`config.mk`:
```
export PLATFORM = sky130hd
export DESIGN_NAME = shadow_stack_unit
export DESIGN_NICKNAME = d
export VERILOG_FILES = /design/src/rtl/ssu_pkg.sv /design/src/rtl/ssu_classify.sv /design/src/rtl/ssu_ptr_reg.sv /design/src/rtl/ssu_seq.sv /design/src/rtl/shadow_stack_unit.sv
export SDC_FILE = /design/constraint.sdc
export NUM_CORES = 1
export LEC_CHECK = 0
export ABC_AREA = 1
export BUFFER_PORTS_ARGS = -buffer_cell sky130_fd_sc_hd__buf_2
export CORE_ASPECT_RATIO = 0.9
export CORE_UTILIZATION = 45
export CTS_BUF_LIST = sky130_fd_sc_hd__clkbuf_8 sky130_fd_sc_hd__clkbuf_16
export CTS_CLUSTER_SIZE = 10
export DETAILED_ROUTE_END_ITERATION = 16
export PLACE_DENSITY = 0.71
export SKIP_CTS_REPAIR_TIMING = 1
export SLEW_MARGIN = 20
export SYNTH_ARGS = -nofsm -noshare
export SYNTH_HDL_FRONTEND = slang
export SYNTH_SLANG_ARGS = --single-unit
```
`constraint.sdc`:
```
create_clock -name clk -period 5.2 [get_ports clk]
set_input_delay 0.78 -clock clk [delete_from_list [all_inputs] [get_ports clk]]
set_output_delay 0.78 -clock clk [all_outputs]
set_load 0.02 [all_outputs]
```
`src/rtl/ssu_pkg.sv`:
```
// Shared encodings of the shadow stack unit.
// Assumes: operation codes and memory kinds are fixed by the core's decoder.
package ssu_pkg;

    typedef enum logic [2:0] {
        SS_SAVE    = 3'd0,
        SS_RESTORE = 3'd1,
        SS_RDPTR   = 3'd2,
        SS_CHECK   = 3'd3,
        SS_XCHG    = 3'd4
    } ss_op_e;

    typedef enum logic [1:0] {
        MEM_LOAD  = 2'd0,
        MEM_STORE = 2'd1,
        MEM_XCHG  = 2'd2
    } mem_kind_e;

    typedef enum logic [1:0] {
        ACT_FALLBACK,
        ACT_MEM,
        ACT_RDPTR,
        ACT_CHECK
    } ss_act_e;

    typedef enum logic [1:0] {
        ST_IDLE,
        ST_REQ,
        ST_WAIT,
        ST_DONE
    } ss_state_e;

endpackage

```
`src/rtl/ssu_classify.sv`:
```
// Combinational classification of an offered operation: decides whether it
// is legal, which action it takes, the memory address/data and the pointer
// value to commit on success.
// Assumes: XLEN >= 64; in narrow mode only the low 32 bits of data matter.
module ssu_classify
    import ssu_pkg::*;
#(
    parameter int XLEN  = 64,
    parameter int IDX_W = 5
) (
    input  logic [2:0]       op_code,
    input  logic [IDX_W-1:0] rd_idx,
    input  logic [IDX_W-1:0] rs1_idx,
    input  logic [XLEN-1:0]  rs1_val,
    input  logic [XLEN-1:0]  rs2_val,
    input  logic             ss_enable,
    input  logic             wide_mode,
    input  logic [XLEN-1:0]  ssp,
    output ss_act_e          act,
    output mem_kind_e        kind,
    output logic [XLEN-1:0]  addr,
    output logic [XLEN-1:0]  wdata,
    output logic [XLEN-1:0]  ptr_next,
    output logic             upd_ptr,
    output logic             aligned,
    output logic             links_equal
);
    localparam int UPPER = XLEN - 32;
    localparam logic [IDX_W-1:0] LINK_A = IDX_W'(1);
    localparam logic [IDX_W-1:0] LINK_B = IDX_W'(5);

    logic [XLEN-1:0] step;
    logic            src_is_link;
    logic            dst_is_link;

    // Width step and register-legality helpers.
    always_comb begin
        step        = wide_mode ? XLEN'(8) : XLEN'(4);
        src_is_link = (rs1_idx == LINK_A) || (rs1_idx == LINK_B);
        dst_is_link = (rd_idx == LINK_A) || (rd_idx == LINK_B);
    end

    // Per-operation action, address and pointer follow-up.
    always_comb begin
        act      = ACT_FALLBACK;
        kind     = MEM_LOAD;
        addr     = ssp;
        wdata    = '0;
        ptr_next = ssp;
        upd_ptr  = 1'b0;
        unique case (ss_op_e'(op_code))
            SS_SAVE: begin
                if (ss_enable && src_is_link) begin
                    act      = ACT_MEM;
                    kind     = MEM_STORE;
                    addr     = ssp - step;
                    wdata    = wide_mode ? rs1_val : {{UPPER{1'b0}}, rs1_val[31:0]};
                    ptr_next = ssp - step;
                    upd_ptr  = 1'b1;
                end
            end
            SS_RESTORE: begin
                if (ss_enable && dst_is_link) begin
                    act      = ACT_MEM;
                    kind     = MEM_LOAD;
                    addr     = ssp;
                    ptr_next = ssp + step;
                    upd_ptr  = 1'b1;
                end
            end
            SS_RDPTR: begin
                if (ss_enable) act = ACT_RDPTR;
            end
            SS_CHECK: begin
                if (ss_enable) act = ACT_CHECK;
            end
            SS_XCHG: begin
                if (ss_enable && (rd_idx != '0)) begin
                    act   = ACT_MEM;
                    kind  = MEM_XCHG;
                    addr  = rs1_val;
                    wdata = wide_mode ? rs2_val : {{UPPER{1'b0}}, rs2_val[31:0]};
                end
            end
            default: act = ACT_FALLBACK;
        endcase
    end

    // Natural alignment and link comparison at the active width.
    always_comb begin
        aligned     = wide_mode ? (addr[2:0] == 3'b000) : (addr[1:0] == 2'b00);
        links_equal = wide_mode ? (rs1_val == rs2_val) : (rs1_val[31:0] == rs2_val[31:0]);
    end

endmodule

```
`src/rtl/ssu_ptr_reg.sv`:
```
// Shadow stack pointer register.
// Assumes: the sequencer raises upd_en only for a clean memory response.
module ssu_ptr_reg #(
    parameter int              XLEN      = 64,
    parameter logic [XLEN-1:0] RESET_PTR = 'h100
) (
    input  logic            clk,
    input  logic            rst_n,
    input  logic            upd_en,
    input  logic [XLEN-1:0] upd_val,
    output logic [XLEN-1:0] ptr
);
    // Hold the pointer; load the committed value on request.
    always_ff @(posedge clk) begin
        if (!rst_n)      ptr <= RESET_PTR;
        else if (upd_en) ptr <= upd_val;
    end
endmodule

```
`src/rtl/ssu_seq.sv`:
```
// Operation sequencer: accepts one operation, runs at most one memory
// transaction, commits the pointer on a clean response and reports the
// result with a one-cycle writeback pulse.
// Assumes: memory returns exactly one response per accepted request.
module ssu_seq
    import ssu_pkg::*;
#(
    parameter int XLEN  = 64,
    parameter int IDX_W = 5
) (
    input  logic             clk,
    input  logic             rst_n,
    input  logic             op_valid,
    output logic             op_ready,
    input  ss_act_e          act,
    input  mem_kind_e        kind,
    input  logic [XLEN-1:0]  addr,
    input  logic [XLEN-1:0]  wdata,
    input  logic [XLEN-1:0]  ptr_next,
    input  logic             upd_ptr,
    input  logic             aligned,
    input  logic             links_equal,
    input  logic [XLEN-1:0]  ssp,
    input  logic [IDX_W-1:0] rd_idx,
    input  logic             mop_support,
    input  logic             wide_mode,
    output logic             mem_req_valid,
    input  logic             mem_req_ready,
    output logic [1:0]       mem_req_kind,
    output logic             mem_req_wide,
    output logic [XLEN-1:0]  mem_req_addr,
    output logic [XLEN-1:0]  mem_req_wdata,
    input  logic             mem_rsp_valid,
    input  logic             mem_rsp_err,
    input  logic [XLEN-1:0]  mem_rsp_data,
    output logic             wb_valid,
    output logic             wb_we,
    output logic [IDX_W-1:0] wb_rd,
    output logic [XLEN-1:0]  wb_data,
    output logic             fault_illegal,
    output logic             fault_misalign,
    output logic             fault_access,
    output logic             ptr_upd_en,
    output logic [XLEN-1:0]  ptr_upd_val
);
    localparam int UPPER = XLEN - 32;

    ss_state_e        state_q;
    mem_kind_e        kind_q;
    logic [XLEN-1:0]  addr_q;
    logic [XLEN-1:0]  wdata_q;
    logic [XLEN-1:0]  ptrn_q;
    logic             updp_q;
    logic             wide_q;
    logic [IDX_W-1:0] rd_q;
    logic             we_q;
    logic [XLEN-1:0]  data_q;
    logic             fill_q;
    logic             fmis_q;
    logic             facc_q;
    logic             accept;
    logic             rsp_ok;
    logic [XLEN-1:0]  rsp_ext;

    // Handshake and clean-response detection.
    always_comb begin
        op_ready = (state_q == ST_IDLE);
        accept   = op_valid && op_ready;
        rsp_ok   = (state_q == ST_WAIT) && mem_rsp_valid && !mem_rsp_err;
    end

    // Width adjustment of returned data: loads zero-extend, exchanges sign-extend.
    always_comb begin
        if (wide_q)                rsp_ext = mem_rsp_data;
        else if (kind_q == MEM_XCHG) rsp_ext = {{UPPER{mem_rsp_data[31]}}, mem_rsp_data[31:0]};
        else                       rsp_ext = {{UPPER{1'b0}}, mem_rsp_data[31:0]};
    end

    // State machine and result registers.
    always_ff @(posedge clk) begin
        if (!rst_n) begin
            state_q <= ST_IDLE;
            kind_q  <= MEM_LOAD;
            addr_q  <= '0;
            wdata_q <= '0;
            ptrn_q  <= '0;
            updp_q  <= 1'b0;
            wide_q  <= 1'b0;
            rd_q    <= '0;
            we_q    <= 1'b0;
            data_q  <= '0;
            fill_q  <= 1'b0;
            fmis_q  <= 1'b0;
            facc_q  <= 1'b0;
        end else begin
            unique case (state_q)
                ST_IDLE: begin
                    if (accept) begin
                        kind_q  <= kind;
                        addr_q  <= addr;
                        wdata_q <= wdata;
                        ptrn_q  <= ptr_next;
                        updp_q  <= upd_ptr;
                        wide_q  <= wide_mode;
                        rd_q    <= rd_idx;
                        we_q    <= 1'b0;
                        data_q  <= '0;
                        fill_q  <= 1'b0;
                        fmis_q  <= 1'b0;
                        facc_q  <= 1'b0;
                        state_q <= ST_DONE;
                        unique case (act)
                            ACT_FALLBACK: begin
                                we_q   <= mop_support;
                                fill_q <= !mop_support;
                            end
                            ACT_RDPTR: begin
                                we_q   <= 1'b1;
                                data_q <= ssp;
                            end
                            ACT_CHECK: fill_q <= !links_equal;
                            ACT_MEM: begin
                                if (aligned) state_q <= ST_REQ;
                                else         fmis_q  <= 1'b1;
                            end
                            default: fill_q <= 1'b1;
                        endcase
                    end
                end
                ST_REQ: begin
                    if (mem_req_ready) state_q <= ST_WAIT;
                end
                ST_WAIT: begin
                    if (mem_rsp_valid) begin
                        state_q <= ST_DONE;
                        if (mem_rsp_err) begin
                            facc_q <= 1'b1;
                        end else if (kind_q != MEM_STORE) begin
                            we_q   <= 1'b1;
                            data_q <= rsp_ext;
                        end
                    end
                end
                default: state_q <= ST_IDLE;
            endcase
        end
    end

    // Port drive from registered state.
    always_comb begin
        mem_req_valid  = (state_q == ST_REQ);
        mem_req_kind   = kind_q;
        mem_req_wide   = wide_q;
        mem_req_addr   = addr_q;
        mem_req_wdata  = wdata_q;
        wb_valid       = (state_q == ST_DONE);
        wb_we          = wb_valid && we_q;
        wb_rd          = rd_q;
        wb_data        = data_q;
        fault_illegal  = wb_valid && fill_q;
        fault_misalign = wb_valid && fmis_q;
        fault_access   = wb_valid && facc_q;
        ptr_upd_en     = rsp_ok && updp_q;
        ptr_upd_val    = ptrn_q;
    end

endmodule

```
`src/rtl/shadow_stack_unit.sv`:
```
// Top of the shadow stack unit: classifier, pointer register and sequencer.
// Assumes: one operation in flight; operands are read before the offer.
module shadow_stack_unit
    import ssu_pkg::*;
#(
    parameter int              XLEN      = 64,
    parameter int              IDX_W     = 5,
    parameter logic [XLEN-1:0] RESET_PTR = 'h100
) (
    input  logic             clk,
    input  logic             rst_n,
    input  logic             op_valid,
    output logic             op_ready,
    input  logic [2:0]       op_code,
    input  logic [IDX_W-1:0] rd_idx,
    input  logic [IDX_W-1:0] rs1_idx,
    input  logic [XLEN-1:0]  rs1_val,
    input  logic [XLEN-1:0]  rs2_val,
    input  logic             ss_enable,
    input  logic             mop_support,
    input  logic             wide_mode,
    output logic             mem_req_valid,
    input  logic             mem_req_ready,
    output logic [1:0]       mem_req_kind,
    output logic             mem_req_wide,
    output logic [XLEN-1:0]  mem_req_addr,
    output logic [XLEN-1:0]  mem_req_wdata,
    input  logic             mem_rsp_valid,
    input  logic             mem_rsp_err,
    input  logic [XLEN-1:0]  mem_rsp_data,
    output logic             wb_valid,
    output logic             wb_we,
    output logic [IDX_W-1:0] wb_rd,
    output logic [XLEN-1:0]  wb_data,
    output logic             fault_illegal,
    output logic             fault_misalign,
    output logic             fault_access
);
    ss_act_e         c_act;
    mem_kind_e       c_kind;
    logic [XLEN-1:0] c_addr;
    logic [XLEN-1:0] c_wdata;
    logic [XLEN-1:0] c_ptr_next;
    logic            c_upd_ptr;
    logic            c_aligned;
    logic            c_links_equal;
    logic [XLEN-1:0] ssp_q;
    logic            ptr_upd_en;
    logic [XLEN-1:0] ptr_upd_val;

    ssu_classify #(.XLEN(XLEN), .IDX_W(IDX_W)) i_classify (
        .op_code     (op_code),
        .rd_idx      (rd_idx),
        .rs1_idx     (rs1_idx),
        .rs1_val     (rs1_val),
        .rs2_val     (rs2_val),
        .ss_enable   (ss_enable),
        .wide_mode   (wide_mode),
        .ssp         (ssp_q),
        .act         (c_act),
        .kind        (c_kind),
        .addr        (c_addr),
        .wdata       (c_wdata),
        .ptr_next    (c_ptr_next),
        .upd_ptr     (c_upd_ptr),
        .aligned     (c_aligned),
        .links_equal (c_links_equal)
    );

    ssu_ptr_reg #(.XLEN(XLEN), .RESET_PTR(RESET_PTR)) i_ptr (
        .clk     (clk),
        .rst_n   (rst_n),
        .upd_en  (ptr_upd_en),
        .upd_val (ptr_upd_val),
        .ptr     (ssp_q)
    );

    ssu_seq #(.XLEN(XLEN), .IDX_W(IDX_W)) i_seq (
        .clk            (clk),
        .rst_n          (rst_n),
        .op_valid       (op_valid),
        .op_ready       (op_ready),
        .act            (c_act),
        .kind           (c_kind),
        .addr           (c_addr),
        .wdata          (c_wdata),
        .ptr_next       (c_ptr_next),
        .upd_ptr        (c_upd_ptr),
        .aligned        (c_aligned),
        .links_equal    (c_links_equal),
        .ssp            (ssp_q),
        .rd_idx         (rd_idx),
        .mop_support    (mop_support),
        .wide_mode      (wide_mode),
        .mem_req_valid  (mem_req_valid),
        .mem_req_ready  (mem_req_ready),
        .mem_req_kind   (mem_req_kind),
        .mem_req_wide   (mem_req_wide),
        .mem_req_addr   (mem_req_addr),
        .mem_req_wdata  (mem_req_wdata),
        .mem_rsp_valid  (mem_rsp_valid),
        .mem_rsp_err    (mem_rsp_err),
        .mem_rsp_data   (mem_rsp_data),
        .wb_valid       (wb_valid),
        .wb_we          (wb_we),
        .wb_rd          (wb_rd),
        .wb_data        (wb_data),
        .fault_illegal  (fault_illegal),
        .fault_misalign (fault_misalign),
        .fault_access   (fault_access),
        .ptr_upd_en     (ptr_upd_en),
        .ptr_upd_val    (ptr_upd_val)
    );

endmodule

```
# Word level (Yosys, flattened, before mapping)
# Index checks and enable logic that the tools add are counted.
dict set report totals {
  elab_cells 118
  register_bits 335
  input_bits 214
  output_inout_bits 207
}
dict set report op_classes {
  mux 51
  n_eq_ne 24
  n_addsub 2
  reduce_logical 27
}
# cell count
set op_table {}
lappend op_table {{$mux 64} 14}
lappend op_table {{$pmux 64 s2} 4}
lappend op_table {{$add 64x64->64} 1}
lappend op_table {{$eq 64x64->1} 1}
lappend op_table {{$sub 64x64->64} 1}
lappend op_table {{$eq 32x32->1} 1}
lappend op_table {{$mux 1} 16}
lappend op_table {{$mux 2} 8}
lappend op_table {{$logic_and 1x1->1} 11}
lappend op_table {{$eq 2x2->1 const B} 5}
lappend op_table {{$eq 5x1->1 const B} 2}
lappend op_table {{$eq 5x3->1 const B} 2}
lappend op_table {{$pmux 1 s2} 5}
lappend op_table {{$pmux 2 s5} 1}
lappend op_table {{$ne 2x2->1 const B} 4}
lappend op_table {{$eq 3x2->1 const B} 2}
lappend op_table {{$logic_not 2->1} 3}
lappend op_table {{$logic_not 3->1} 2}
lappend op_table {{$ne 2x1->1 const B} 3}
lappend op_table {{$pmux 2 s3} 1}
lappend op_table {{$reduce_and 5->1} 1}
lappend op_table {{$reduce_bool 5->1} 1}
lappend op_table {{$eq 2x1->1 const B} 2}
lappend op_table {{$mux 4} 1}
lappend op_table {{9 further kinds} 12}

# Logic depth before layout (Yosys ltp)
# Gate-level depths: netlist of the first run.
dict set report depth {
  word_depth 11
  mapped_depth 17
  depth_no_buf 17
}

# Modules after synthesis
# Synthesis of the first run repeated with hierarchy kept, for this count alone.
dict set report unflattened {
  hier_cells 3655
  area_unflattened_um2 21718.3
}
# mod seq_area_each_um2 n_inst area_each_um2 cells_each
set by_module_without_submodules {}
lappend by_module_without_submodules {ssu_seq 5425.2 1 11109.4 1590}
lappend by_module_without_submodules {ssu_classify 0.0 1 7941.4 1661}
lappend by_module_without_submodules {ssu_ptr_reg 1281.2 1 2667.6 404}

# Worst setup path after synthesis of the first run
# Ideal clock, no wire load.
dict set report synth_path {
  path_type {in2reg}
  start {input port op_code[1]}
  end {register i_seq.data_q[14] (netlist: i_seq.wb_data[14])}
  arrival_time_ps 2632
  n_path_buf 3
  slack_ps 2435
  cell_stages 16
  path_cell_list {inv_1 > nand2_1 > nor2_2 > inv_2 > nor2_1 > buf_2 > nor2_1 > inv_1 > nor2_1 > ha_1 > clkbuf_1 > inv_1 > clkbuf_1 > o21ai_0 > o21ai_0 > a21oi_1}
}
dict set report synth_via {
  elab_chain_len 6
  word_cells_on_any_way 10
  classes_between {eq/ne (5); mux (4); reduce/logical (1)}
}
# element line_no
set synth_rtl {}
lappend synth_rtl {{start: declaration} shadow_stack_unit.sv:14} ;# input logic [2:0] op_code,
lappend synth_rtl {{$eq 3x3->1 (tied with other cells)} ssu_classify.sv:51} ;# unique case (ss_op_e'(op_code))
lappend synth_rtl {{$pmux 2 s5 (*)} ssu_classify.sv:51}
lappend synth_rtl {{$eq 2x2->1 (*)} ssu_seq.sv:112} ;# unique case (act)
lappend synth_rtl {{$mux 64 (*)} ssu_seq.sv:112}
lappend synth_rtl {{$mux 64 (*)} ssu_seq.sv:98} ;# if (accept) begin
lappend synth_rtl {{$pmux 64 s2 (*)} ssu_seq.sv:96} ;# unique case (state_q)
lappend synth_rtl {{end signal: assignment} ssu_seq.sv:119} ;# data_q <= ssp;
lappend synth_rtl {{end signal: assignment} ssu_seq.sv:140} ;# data_q <= rsp_ext;
lappend synth_rtl {{end: declaration} ssu_seq.sv:57} ;# logic [XLEN-1:0] data_q;
# Every way passes the cells marked *; elsewhere a longest branch is shown, timed or not. The select of a mux whose other input is x is not followed.
# A chain may end at the register's enable or synchronous reset.

# Worst setup path in the final report of the first run
dict set report layout_path {
  start {register i_seq.state_q[0]}
  end {register i_seq.data_q[25] (netlist: i_seq.wb_data[25])}
}
dict set report layout_via {
  elab_chain_len 4
  word_cells_on_any_way 10
  classes_between {eq/ne (5); mux (1); reduce/logical (4)}
}
# element line_no
set layout_rtl {}
lappend layout_rtl {{start: declaration} ssu_seq.sv:48} ;# ss_state_e state_q;
lappend layout_rtl {{start signal: assignment} ssu_seq.sv:82} ;# state_q <= ST_IDLE;
lappend layout_rtl {{start signal: assignment} ssu_seq.sv:111} ;# state_q <= ST_DONE;
lappend layout_rtl {{start signal: assignment} ssu_seq.sv:123} ;# if (aligned) state_q <= ST_REQ;
lappend layout_rtl {{$logic_not 2->1} {ssu_seq.sv:67, ssu_seq.sv:96}}
lappend layout_rtl {{$logic_and 1x1->1} ssu_seq.sv:68} ;# accept = op_valid && op_ready;
lappend layout_rtl {{$ne 2x1->1 (no source line)} n/a}
lappend layout_rtl {{$reduce_and 5->1 (no source line)} n/a}
# Parallel ways exist; a longest one is shown, timed or not.

==> metrics, run 1 <==
I/O Buffers=419; CTS tree=built; Skew-Pair Late Insertion Delay=0.59 ns; n_diodes=0; Routed WL per cell=20.1 µm; Cells after DPL=3992; placed inst area=0.0224 mm²; area of the multi-input gates=0.0114 mm²; Die Y=203 µm; Post-Syn Instances=3161; Setup crit end kind=flop; detailed-route via count=between 20000 and 25000; Slew HR=0.220; Post-DP HPWL=around 60 mm; Syn-to-layout area delta=17.0%; first-pass GRT wire length=122 mm; run status=finished, final reports clean; clock skew=0.0245 ns; sequential fraction of the synthesis area=0.333; reg-to-reg slack, setup=1.90 ns; worst setup path start=i_seq.state_q[0]; commonest non-fill, non-tap cells in the layout=nand2_1, buf_2, nor2_1, o21ai_0, dfxtp_1; Max Transition Viols Final=0; die area=0.0456 mm²; Least-Margin Pin Slew=1.17 ns; Critical Path Sink=i_seq.wb_data[25]; hold_ws=between 0.4 and 0.5 ns; Pleak=between 10 and 15 nW; syn_nets=roughly 3400; synth warn=0; post-synthesis register bit count=335; Final Cycle Share=0.635; ANT nets after route=0; PD cells=~400 mW/mm²; WS Path Type=reg2reg; Fillers=roughly 4500; routed vias/inst=5.68; synthesized area=0.0201 mm²; Max-Cap Viols=0; setup-violating endpoint count in the final report=0; Max IR drop VDD=0.000448 V; reg2reg path depth=10; initial DRC count=2562; Initial Utilization=0.456; Congestion Overflow GR=0; Post-synth EDFFs=0; CP arrival=3.74 ns; design area=0.0235 mm²; routed wire length=81.3 mm; vias in the first global route=20700; CP Data Required Time=5.63 ns; nets=~3700; min Tclk post-route=3.30 ns; die width=225 µm; most common cell after layout, fill and taps aside=nand2_1; Worst path slowest cell=clkinv_2; Top Ports=421; Core ar.=0.0441 mm²; root buffer cell=clkbuf_16; maximum clock insertion buffer count=3; H-tree depth=2; pin count of the biggest net entering global routing=100; fraction of layout cells with a size suffix above 1=0.164; length of the first detailed-routing pass in iterations=8; Top FF cell, synth=dfxtp_1; Setup TNS=0 ns; num rows=73; DRC=0; Storage cell area=0.00671 mm²; Final Util=0.534; CTS Buf Count=41; unrepaired setup endpoints after global routing=false; global-route usage over all layers=0.345; Reg clk slew, reported paths=0.06 ns; CTS Sinks=335; number of antenna violations at the first check in global routing=0; Worst setup SP type=flop; fmax=303 MHz; final RePlAce weighted congestion=0.969; Min-Delay Path Class=reg2reg; critical-path maximum fanout=65; syn_area_per_cell=6.37 µm²; Reg2Reg Launch Point=i_seq.state_q[0]; CP max stage delay=between 0.5 and 0.6 ns; Distinct cells, synth=51; Reg2Reg Capture Point=i_seq.wb_data[25]; post-route insts no fill=4047; final hold viol count=0; crit path cell chain=inv_1, ha_1, clkinv_2, o21ai_0, nor2_1, nand2_1, clkinv_2, buf_4, o21ai_0, a21oi_1; FFs w/ async S/R, synth=0
kinds of logic after synthesis:
family,synth area share
AOI/OAI and AO/OA,0.247
and+or+nand+nor,0.283
DFF,0.333
adders and majority gates,0.00945
xor gates and xnor gates,0.0261
buffers and inverters,0.101
routing by layer:
layer  wire, µm  track usage  part of all wire
met1      32000        0.436              0.39
met2      38000        0.566              0.47
met3       7500       0.0628             0.092
met4       3830        0.162             0.047
met5          0            0                 0
through the flow:
step           power [mW]  setup WS, ns
2_1_floorplan        5.57          2.44
3_3_place_gp         6.53          1.60
3_5_place_dp         6.55          1.59
4_1_cts              9.24          1.93
5_1_grt              9.77          1.46
6_report             9.26          1.90
critical path, delay by kind of cell, from the launching register on:
family	cells	cell delay (ns)
buf+inv	4	1.58
fa+ha+maj	1	0.32
simple gates	2	0.20
flops	1	0.33
compound gates	3	0.71
cell usage after synthesis, drive strengths merged, types with 38 or more instances:
cell type	n	area (µm²)
dfxtp	335	6710
nor2	399	1610
nand3	197	991
a211oi	38	285
a21oi	294	1470
inv	300	1130
a31oi	51	319
nor3	43	263
o21ai	382	1910
nand4	42	278
nand2	649	2450
buf	62	315
clkbuf	157	589
final cells by class:
class	instances	area share
Clock buffer	43	0.0448
Clock inverter	12	0.00542
Inverter	301	0.0484
Multi-Input combinational cell	2306	0.485
Sequential cell	335	0.285
Tap cell	600	0.0319
Timing Repair Buffer	450	0.0996
flip-flops by register name, summed over array words and instances (netlist names):
| signal | flops |
|---|---|
| i_seq.fmis_q | 1 |
| i_seq.wb_data | 64 |
| i_seq.mem_req_kind | 2 |
| i_seq.updp_q | 1 |
| i_seq.mem_req_addr | 64 |
| i_seq.fill_q | 1 |
| i_seq.facc_q | 1 |
| i_seq.ptr_upd_val | 64 |
| i_seq.wb_rd | 5 |
| i_ptr.ptr | 64 |
| i_seq.mem_req_wide | 1 |
| i_seq.mem_req_wdata | 64 |
| i_seq.we_q | 1 |
| i_seq.state_q | 2 |
power breakdown:
group	switching [mW]	total (mW)	internal [mW]	leakage (nW)
Combinational	2.27	3.25	0.983	7.37
Sequential	0.255	3.30	3.05	2.74
Clock	1.16	2.70	1.54	0.600
worst min-delay path by stage:
stage                       startpoint                 endpoint  depth (start not counted)
2_1_floorplan             i_seq.facc_q             i_seq.facc_q                          2
3_3_place_gp   i_seq.mem_req_wdata[19]  i_seq.mem_req_wdata[19]                          2
3_5_place_dp   i_seq.mem_req_wdata[32]  i_seq.mem_req_wdata[32]                          2
4_1_cts                      rd_idx[3]           i_seq.wb_rd[3]                          3
5_1_grt                      rd_idx[3]           i_seq.wb_rd[3]                          3
6_report       i_seq.mem_req_wdata[52]  i_seq.mem_req_wdata[52]                          2
Note: power is estimated with default switching activity, not from simulation.
==> inputs of run 2 (changes only) <==
Settings changed: ABC_AREA 1 to 0.
Clock period 5.2 ns to 3.1 ns, I/O delays scaled along.
==> run 2 against run 1 <==
Net effect:
- synthesized cell count decreased by 24%
- synthesized area fell by 8.2%
- critical path depth is 2 lower
- total power up 63%
- global-route usage up 3.6 points
==> metrics, run 2 <==
run status=finished, final reports clean; Initial Utilization=0.455; post-route insts no fill=3366; Distinct cells, synth=70; Setup crit end kind=flop; number of antenna violations at the first check in global routing=5; CP Data Required Time=around 3.6 ns; final hold viol count=0; Max Transition Viols Final=0; main area contributors after synthesis=dfxtp_1, a21oi_1, nand2_1, clkbuf_1, nor2_1; WS Path Type=reg2reg; routed wire length=between 80 and 90 mm; num rows=70; CTS Sinks=around 340; post-synthesis register bit count=335; final RePlAce weighted congestion=0.997; sequential fraction of the synthesis area=0.363; Post-Syn Instances=2403; syn_nets=2631; fraction of layout cells with a size suffix above 1=0.250; syn_area_per_cell=7.69 µm²; I/O Buffers=419; Cells after DPL=3305; count leader, synth=dfxtp_1; Final Util=0.570; CTS Buf Count=around 40; area of the multi-input gates=between 0.01 and 0.015 mm²; PD cells=652 mW/mm²; setup-violating endpoint count in the final report=0; pin count of the biggest net entering global routing=126; Worst setup SP type=flop; Die Y=194 µm; first-pass GRT wire length=123 mm; die width=216 µm; crit path cell chain=or4_4, or4_4, or4_1, buf_4, nor4_1, o21ai_0, buf_4, a31oi_1; Commonest cells post-synth=dfxtp_1, nand2_1, a21oi_1, clkbuf_1, nor2_1; maximum clock insertion buffer count=3; Post-synth EDFFs=0; Reg clk slew, reported paths=0.06 ns; Fillers=3830; post-synth top area share=0.363; Pleak=around 9 nW; Max IR drop VDD=~0.00089 V; Congestion Overflow GR=0; Total Power=15.1 mW; Top Ports=421; length of the first detailed-routing pass in iterations=6; Top FF cell, synth=dfxtp_1; Worst path slowest cell=or4_4; CP arrival=3.47 ns; CTS tree=built; fmax=334 MHz; pre-CTS WS=around 0.054 ns; min Tclk post-route=3.00 ns; critical-path maximum fanout=4; Post-DP HPWL=about 59 mm; leading area contributor after synthesis=dfxtp_1; root buffer cell=clkbuf_16; detailed-route via count=21400; global-route usage over all layers=0.380; Skew-Pair Late Insertion Delay=0.58 ns; Storage cell area=roughly 0.0067 mm²; nets=3036; most common cell after layout, fill and taps aside=buf_2; die area=0.0419 mm²; routed vias/inst=~6.4; Min-Delay Path Class=in2reg; ANT nets after route=0; Max-Cap Viols=0; clock skew=approximately 0.037 ns; Final WS setup=0.102 ns; synth warn=0; synthesized area=about 0.018 mm²; Syn-to-layout area delta=25.2%; Final Cycle Share=0.967; initial DRC count=2925; Setup TNS=0 ns; Routed WL per cell=between 20 and 25 µm; CP max stage delay=0.59 ns; FFs w/ async S/R, synth=0; vias in the first global route=~20000; Core ar.=just over 0.04 mm²; H-tree depth=2; commonest non-fill, non-tap cells in the layout=buf_2, dfxtp_1, nand2_1, a21oi_1, nor2_1; Least-Margin Pin Slew=between 1 and 1.5 ns; Slew HR=0.317; DRC=0
==> run 2: cell type report <==
cell class              count  area share
diodes                      5    0.000541
clock inverters            10     0.00335
repair buffers            609       0.159
flip-flops and latches    335       0.290
clock buffers              46      0.0473
inverters                  23     0.00395
well taps                 540      0.0292
multi-input cells        1798       0.467
==> run 2: kinds of logic after synthesis <==
| kind of cell | Yosys count | share of synthesized area |
|---|---|---|
| compound gates | 780 | 0.277 |
| xor+xnor | 99 | 0.0469 |
| fa+ha+maj | 14 | 0.0103 |
| buf+inv | 270 | 0.0562 |
| flops | 335 | 0.363 |
| mux | 20 | 0.0112 |
| simple gates | 885 | 0.235 |
==> run 2: power breakdown <==
group          switching [mW]  internal [mW]  total, mW
combinational            3.38           1.64       5.03
clock                    1.89           2.56       4.45
sequential              0.444           5.15       5.60
total                    5.72           9.35       15.1
==> run 2: worst paths after layout <==
path                                       startpoint                     end  slack [ns]  depth (start not counted)
worst max register to register          i_ptr.ptr[19]   i_seq.ptr_upd_val[49]        0.10                          8
worst min-delay path                      rs1_val[32]  i_seq.mem_req_addr[32]        0.17                          3
worst min register to register  i_seq.ptr_upd_val[31]           i_ptr.ptr[31]        0.44                          2
worst max-delay path                    i_ptr.ptr[19]   i_seq.ptr_upd_val[49]        0.10                          8
==> run 2: stage by stage <==
step                      hold WS [ns]  cell area [µm²]
after global placement           0.433            21900
after global routing             0.160            23100
after floorplan                  0.407            18500
after detailed placement         0.440            21900
final                            0.166            23100
after CTS                        0.148            23100
==> run 2: worst max-delay path: cells and delay by family, from the launching register on <==
family / cells / cell delay [ns]
flip-flops: 1 / 0.31
AND/OR/NAND/NOR: 4 / 1.93
buffers and inverters: 2 / 0.35
AO/OA/AOI/OAI: 2 / 0.31
==> run 2: metal layers <==
layer,track usage,up-vias,part of all wire
li1,-,9688,-
met1,0.550,10200,0.43
met2,0.542,1357,0.41
met3,0.100,180,0.12
met4,0.125,0,0.030
met5,0,-,0
